`config.mk`:
```
export PLATFORM = sky130hd
export DESIGN_NAME = bytelane_lsu
export DESIGN_NICKNAME = d
export VERILOG_FILES = /design/src/rtl/blsu_pkg.sv /design/src/rtl/blsu_agen.sv /design/src/rtl/blsu_store_lanes.sv /design/src/rtl/blsu_load_extract.sv /design/src/rtl/bytelane_lsu.sv
export SDC_FILE = /design/constraint.sdc
export NUM_CORES = 1
export LEC_CHECK = 0
export BUFFER_PORTS_ARGS = -buffer_cell sky130_fd_sc_hd__buf_4
export CAP_MARGIN = 20
export CORE_MARGIN = 4
export CORE_UTILIZATION = 42
export CTS_BUF_LIST = sky130_fd_sc_hd__clkbuf_8 sky130_fd_sc_hd__clkbuf_16
export CTS_CLUSTER_SIZE = 40
export DETAILED_ROUTE_END_ITERATION = 8
export PLACE_DENSITY = 0.83
export SYNTH_ARGS = -nofsm -noshare
export SYNTH_HDL_FRONTEND = slang
export SYNTH_SLANG_ARGS = --single-unit
```
`constraint.sdc`:
```
create_clock -name clk -period 3.3 [get_ports clk]
set_input_delay 0.495 -clock clk [delete_from_list [all_inputs] [get_ports clk]]
set_output_delay 0.495 -clock clk [all_outputs]
set_load 0.1 [all_outputs]
```
`src/rtl/blsu_pkg.sv`:
```
package blsu_pkg;
   typedef enum logic {
      SZ_BYTE = 1'b0,
      SZ_WORD = 1'b1
   } acc_size_e;

   typedef struct packed {
      logic       is_word;
      logic [1:0] lane_ofs;
   } pend_load_t;
endpackage

```
`src/rtl/blsu_agen.sv`:
```
module blsu_agen #(
   parameter int ADDR_W = 32,
   parameter int OFS_W  = 16,
   parameter int LANES  = 4,
   localparam int OB    = $clog2(LANES),
   localparam int WA_W  = ADDR_W - OB
) (
   input  logic              req_valid,
   input  logic              is_word,
   input  logic [ADDR_W-1:0] base_addr,
   input  logic [OFS_W-1:0]  addr_ofs,
   output logic [WA_W-1:0]   word_addr,
   output logic [OB-1:0]     lane_ofs,
   output logic              misalign
);
   localparam int EXT_W = ADDR_W - OFS_W;

   logic [ADDR_W-1:0] ofs_ext;
   logic [ADDR_W-1:0] eff_addr;

   generate
      if (OFS_W >= ADDR_W) begin : g_bad_ofs
         $error("blsu_agen: OFS_W must be smaller than ADDR_W");
      end
      if (LANES < 2) begin : g_bad_lanes
         $error("blsu_agen: LANES must be at least 2");
      end
   endgenerate

   assign ofs_ext   = {{EXT_W{addr_ofs[OFS_W-1]}}, addr_ofs};
   assign eff_addr  = base_addr + ofs_ext;
   assign word_addr = eff_addr[ADDR_W-1:OB];
   assign lane_ofs  = eff_addr[OB-1:0];
   assign misalign  = req_valid && is_word && (lane_ofs != '0);
endmodule

```
`src/rtl/blsu_store_lanes.sv`:
```
module blsu_store_lanes #(
   parameter int DATA_W = 32,
   localparam int LANES = DATA_W / 8,
   localparam int OB    = $clog2(LANES)
) (
   input  logic              wr_go,
   input  logic              is_word,
   input  logic [OB-1:0]     lane_ofs,
   input  logic [DATA_W-1:0] store_data,
   output logic [LANES-1:0]  lane_we,
   output logic [DATA_W-1:0] lane_wdata
);
   genvar gi;
   generate
      for (gi = 0; gi < LANES; gi++) begin : g_lane
         localparam int BE_OFS = LANES - 1 - gi;
         logic hit;
         assign hit = (lane_ofs == OB'(BE_OFS));
         assign lane_we[gi] = wr_go && (is_word || hit);
         assign lane_wdata[8*gi +: 8] = is_word ? store_data[8*gi +: 8]
                                                : store_data[7:0];
      end
   endgenerate
endmodule

```
`src/rtl/blsu_load_extract.sv`:
```
module blsu_load_extract #(
   parameter int DATA_W   = 32,
   parameter bit SIGN_EXT = 1'b1,
   localparam int LANES   = DATA_W / 8,
   localparam int OB      = $clog2(LANES)
) (
   input  logic              is_word,
   input  logic [OB-1:0]     lane_ofs,
   input  logic [DATA_W-1:0] rdata,
   output logic [DATA_W-1:0] result
);
   logic [7:0]        be_byte [LANES];
   logic [7:0]        picked;
   logic [DATA_W-1:0] byte_ext;

   genvar gk;
   generate
      for (gk = 0; gk < LANES; gk++) begin : g_pick
         assign be_byte[gk] = rdata[DATA_W-1-8*gk -: 8];
      end
      if (SIGN_EXT) begin : g_sext
         assign byte_ext = {{(DATA_W-8){picked[7]}}, picked};
      end else begin : g_zext
         assign byte_ext = {{(DATA_W-8){1'b0}}, picked};
      end
   endgenerate

   assign picked = be_byte[lane_ofs];
   assign result = is_word ? rdata : byte_ext;
endmodule

```
`src/rtl/bytelane_lsu.sv`:
```
module bytelane_lsu #(
   parameter int ADDR_W   = 32,
   parameter int OFS_W    = 16,
   parameter int DATA_W   = 32,
   parameter bit SIGN_EXT = 1'b1,
   localparam int LANES   = DATA_W / 8,
   localparam int OB      = $clog2(LANES),
   localparam int WA_W    = ADDR_W - OB
) (
   input  logic              clk,
   input  logic              rst_n,
   input  logic              req_valid,
   input  logic              req_store,
   input  logic              req_size,
   input  logic [ADDR_W-1:0] base_addr,
   input  logic [OFS_W-1:0]  addr_ofs,
   input  logic [DATA_W-1:0] store_data,
   output logic              misalign,
   output logic              mem_en,
   output logic [LANES-1:0]  mem_we,
   output logic [WA_W-1:0]   mem_addr,
   output logic [DATA_W-1:0] mem_wdata,
   input  logic [DATA_W-1:0] mem_rdata,
   output logic              load_valid,
   output logic [DATA_W-1:0] load_data
);
   import blsu_pkg::*;

   generate
      if (DATA_W % 8 != 0) begin : g_bad_dw
         $error("bytelane_lsu: DATA_W must be a multiple of 8");
      end
      if ((1 << OB) != LANES) begin : g_bad_pow
         $error("bytelane_lsu: lane count must be a power of two");
      end
   endgenerate

   acc_size_e         size_e;
   logic              is_word;
   logic [OB-1:0]     lane_ofs;
   logic              go;
   logic              wr_go;
   logic              rd_go;
   logic              pend_valid;
   logic              pend_word;
   logic [OB-1:0]     pend_ofs;

   assign size_e  = acc_size_e'(req_size);
   assign is_word = (size_e == SZ_WORD);

   blsu_agen #(.ADDR_W(ADDR_W), .OFS_W(OFS_W), .LANES(LANES)) i_agen (
      .req_valid (req_valid),
      .is_word   (is_word),
      .base_addr (base_addr),
      .addr_ofs  (addr_ofs),
      .word_addr (mem_addr),
      .lane_ofs  (lane_ofs),
      .misalign  (misalign)
   );

   assign go     = req_valid && !misalign;
   assign wr_go  = go && req_store;
   assign rd_go  = go && !req_store;
   assign mem_en = go;

   blsu_store_lanes #(.DATA_W(DATA_W)) i_store (
      .wr_go      (wr_go),
      .is_word    (is_word),
      .lane_ofs   (lane_ofs),
      .store_data (store_data),
      .lane_we    (mem_we),
      .lane_wdata (mem_wdata)
   );

   always_ff @(posedge clk or negedge rst_n) begin
      if (!rst_n) begin
         pend_valid <= 1'b0;
         pend_word  <= 1'b0;
         pend_ofs   <= '0;
      end else begin
         pend_valid <= rd_go;
         if (rd_go) begin
            pend_word <= is_word;
            pend_ofs  <= lane_ofs;
         end
      end
   end

   blsu_load_extract #(.DATA_W(DATA_W), .SIGN_EXT(SIGN_EXT)) i_extract (
      .is_word  (pend_word),
      .lane_ofs (pend_ofs),
      .rdata    (mem_rdata),
      .result   (load_data)
   );

   assign load_valid = pend_valid;
endmodule

```
==> metrics <==
share of synthesized registers carrying an async set or reset 100%; Layout Nets 795; Mapped Area 2930 um2; switch share 73.5%; post-layout minimum cycle time 3320 ps; TritonCTS buffer count 3; synth unique cells 49; first-pass GRT wire length 18.4 mm; Initial DRC Count 149; Clock Tree Root clkbuf_8; GPL Wtd Cong 0.943; DRT Wirelength 12.7 mm; Die ar. 8360 um2; Sink Count 4; GRT Total Usage 26.6%; Via-to-Cell Ratio 5.29; failing checks negative setup slack; fmax 301 MHz; dominant synthesized flop cell dfrtp_1; DRT Pass-1 Iters 4; commonest non-fill, non-tap cells in the layout buf_4 (232), nand2_1 (130), a21oi_1 (26); Horiz. Die Dim 91.5 um; IO Pins 218; post-route ant nets 0; Wirelength per Cell 17.2 um; pin count of the biggest net entering global routing 39; Worst setup SP type primary input; leading area contributor after synthesis nand2_1; Residual DRC 0; CP cell instances buf_6 -> ha_4 -> fa_2 -> a21oi_4 -> o21ai_4 -> a2111oi_4 -> buf_4 -> nor4b_4 -> nor2_4 -> o31ai_1 -> xor2_1 -> buf_6; Core Region 6790 um2; Max transition margin 59.8%; final slew viol count 0; status finished with violations; most common cell after layout, fill and taps aside buf_4; unrepaired setup endpoints after global routing yes; Max Root-Sink Buffers 2; synth warn 0; Die Span Y 91.5 um; slowest CP cell fa_2; Filler Cells Inserted 595; Leak 2.57 nW; final core occ 70.9%; setup TNS after final layout -28.8 ps; Mean Syn Cell Area 6.44 um2; Max VDD drop 0.304 mV; final hold vios 0; worst min-delay path class primary input to async pin; CP most frequent cell buf_6; data required time at the worst endpoint 2800 ps; Final WS setup -20.6 ps; fraction of power consumed by sequential logic 2.8%; Final setup viols 3; crit-path max cell delay 390 ps; clock slew at reported path FFs 30 ps; Least-Margin Pin Slew 601 ps; top cells by area, synth nand2_1 (17%), ha_1 (13%), buf_4 (9.8%); hold_buf cts 0; Max Cap Viol 0; PD cells 692 nW/um2; area grow syn2layout 64.6%; via count 3913; layout cell share with drive strength beyond 1 44.1%; CTS tree done; Pwr Total 3.33 mW; Comb pwr share 94.2%; crit path max fanout 5; clock latency on the worst-skew pair 210 ps; Crit Path Class primary input to primary output; EDFF count, synth 0; FF+latch count, synth 4; Post-Syn Nets 603; Overflow after GRT 0; worst path arrival time 2830 ps; initial antenna violation count 0; clock share of power 3.0%; Setup crit end kind primary output; post-synthesis sequential area ratio 3.42%; Initial Util 43.1%; htree depth 1; vias in the first global route 3703; Rows 30; Antenna Cells 0; Post-Route Skew 0 ps; DP HPWL 10.1 mm; post-synth top area share 16.7%; internal power 0.881 mW; port bufs 217; period utilisation layout 101%; Mapped Cells 454; switching pwr 2.45 mW
## stage by stage
step,hold WS [ps],cells,setup WS (ps),instance area [um2]
CTS,71.0,737,16.7,4600
global route,68.4,740,-93.2,4820
floorplan,199,454,-528,2930
global placement,291,733,-201,4510
detailed placement,293,733,-219,4510
finish,72.8,740,-20.6,4820
## timing repair
item / 4_1_cts / 5_1_grt
pin swaps: 5 / 22
setup buffers: 1 / 3
setup endpoints to repair: 11 / 15
endpoints found under the hold margin: 0 / 0
gates resized for setup: 12 / 33
## worst max-delay path: cells and delay by family
| kind | cells | cell delay [ps] |
|---|---|---|
| AO/OA/AOI/OAI | 4 | 750 |
| XOR/XNOR | 1 | 180 |
| AND/OR/NAND/NOR | 2 | 300 |
| adder cells (fa/ha/maj) | 2 | 550 |
| buffers and inverters | 3 | 540 |
## power by group through the flow
stage | clock network [mW] | registers, mW | logic [mW]
finish | 0.0989 | 0.0944 | 3.14
global route | 0.105 | 0.0970 | 3.25
CTS | 0.100 | 0.0938 | 3.06
detailed placement | 0 | 0.0947 | 3.04
global placement | 0 | 0.0940 | 3.01
floorplan | 0 | 0.0675 | 2.52
## per-layer routing
metal	GRT usage (%)	part of all wire (%)	vias up
met4	6.16	3.1	0
met3	5.39	6.6	24
met2	48.1	51	138
met1	32.0	39	1834
met5	0	0	-
li1	-	-	1917
## cells in the mapped netlist (all sizes together) (2+ instances only)
master	instances
a21o	14
a21oi	32
a22o	7
a31oi	2
and2	3
buf	39
clkbuf	21
dfrtp	4
ha	31
inv	9
mux2	3
mux2i	8
nand2	130
nand2b	12
nand3	10
nand3b	2
nand4	6
nor2	20
nor3	7
o211ai	9
o21a	5
o21ai	15
o21bai	7
o31ai	2
o41ai	3
or2	2
or3b	2
or4	2
xnor2	17
xor2	15
## registers in the layout, indices dropped and copies added (netlist names)
register    cells
pend_ofs        2
load_valid      1
pend_word       1
## final timing paths
kind                                         start                 endpoint  slack, ps  depth (start not counted)
setup / recovery                       addr_ofs[0]             mem_addr[20]        -20                         12
hold / removal                               rst_n    pend_word$_DFFE_PN0P_         70                          1
setup reg to reg             pend_word$_DFFE_PN0P_    pend_word$_DFFE_PN0P_       2290                          1
hold reg to reg            pend_ofs[0]$_DFFE_PN0P_  pend_ofs[0]$_DFFE_PN0P_        790                          1
max in group asynchronous                    rst_n     load_valid$_DFF_PN0_       3130                          1
min in group clk                         req_store     load_valid$_DFF_PN0_        510                          2
## cell type report
type / instances / area, um2 / area share [%]
multi-input cells: 381 / 2610 / 54.1
flip-flops and latches: 4 / 100 / 2.08
inverters: 9 / 33.8 / 0.701
clock buffers: 3 / 41.3 / 0.857
well taps: 96 / 120 / 2.49
repair buffers: 247 / 1910 / 39.8
## logic make-up after synthesis
logic type	synth area share (%)
and+or+nand+nor	30.2
buffers and inverters	13.7
xor gates and xnor gates	9.58
muxes	4.66
DFF	3.42
adders and majority gates	13.9
AOI/OAI and AO/OA	24.4
(Power assumes the default switching activity.)
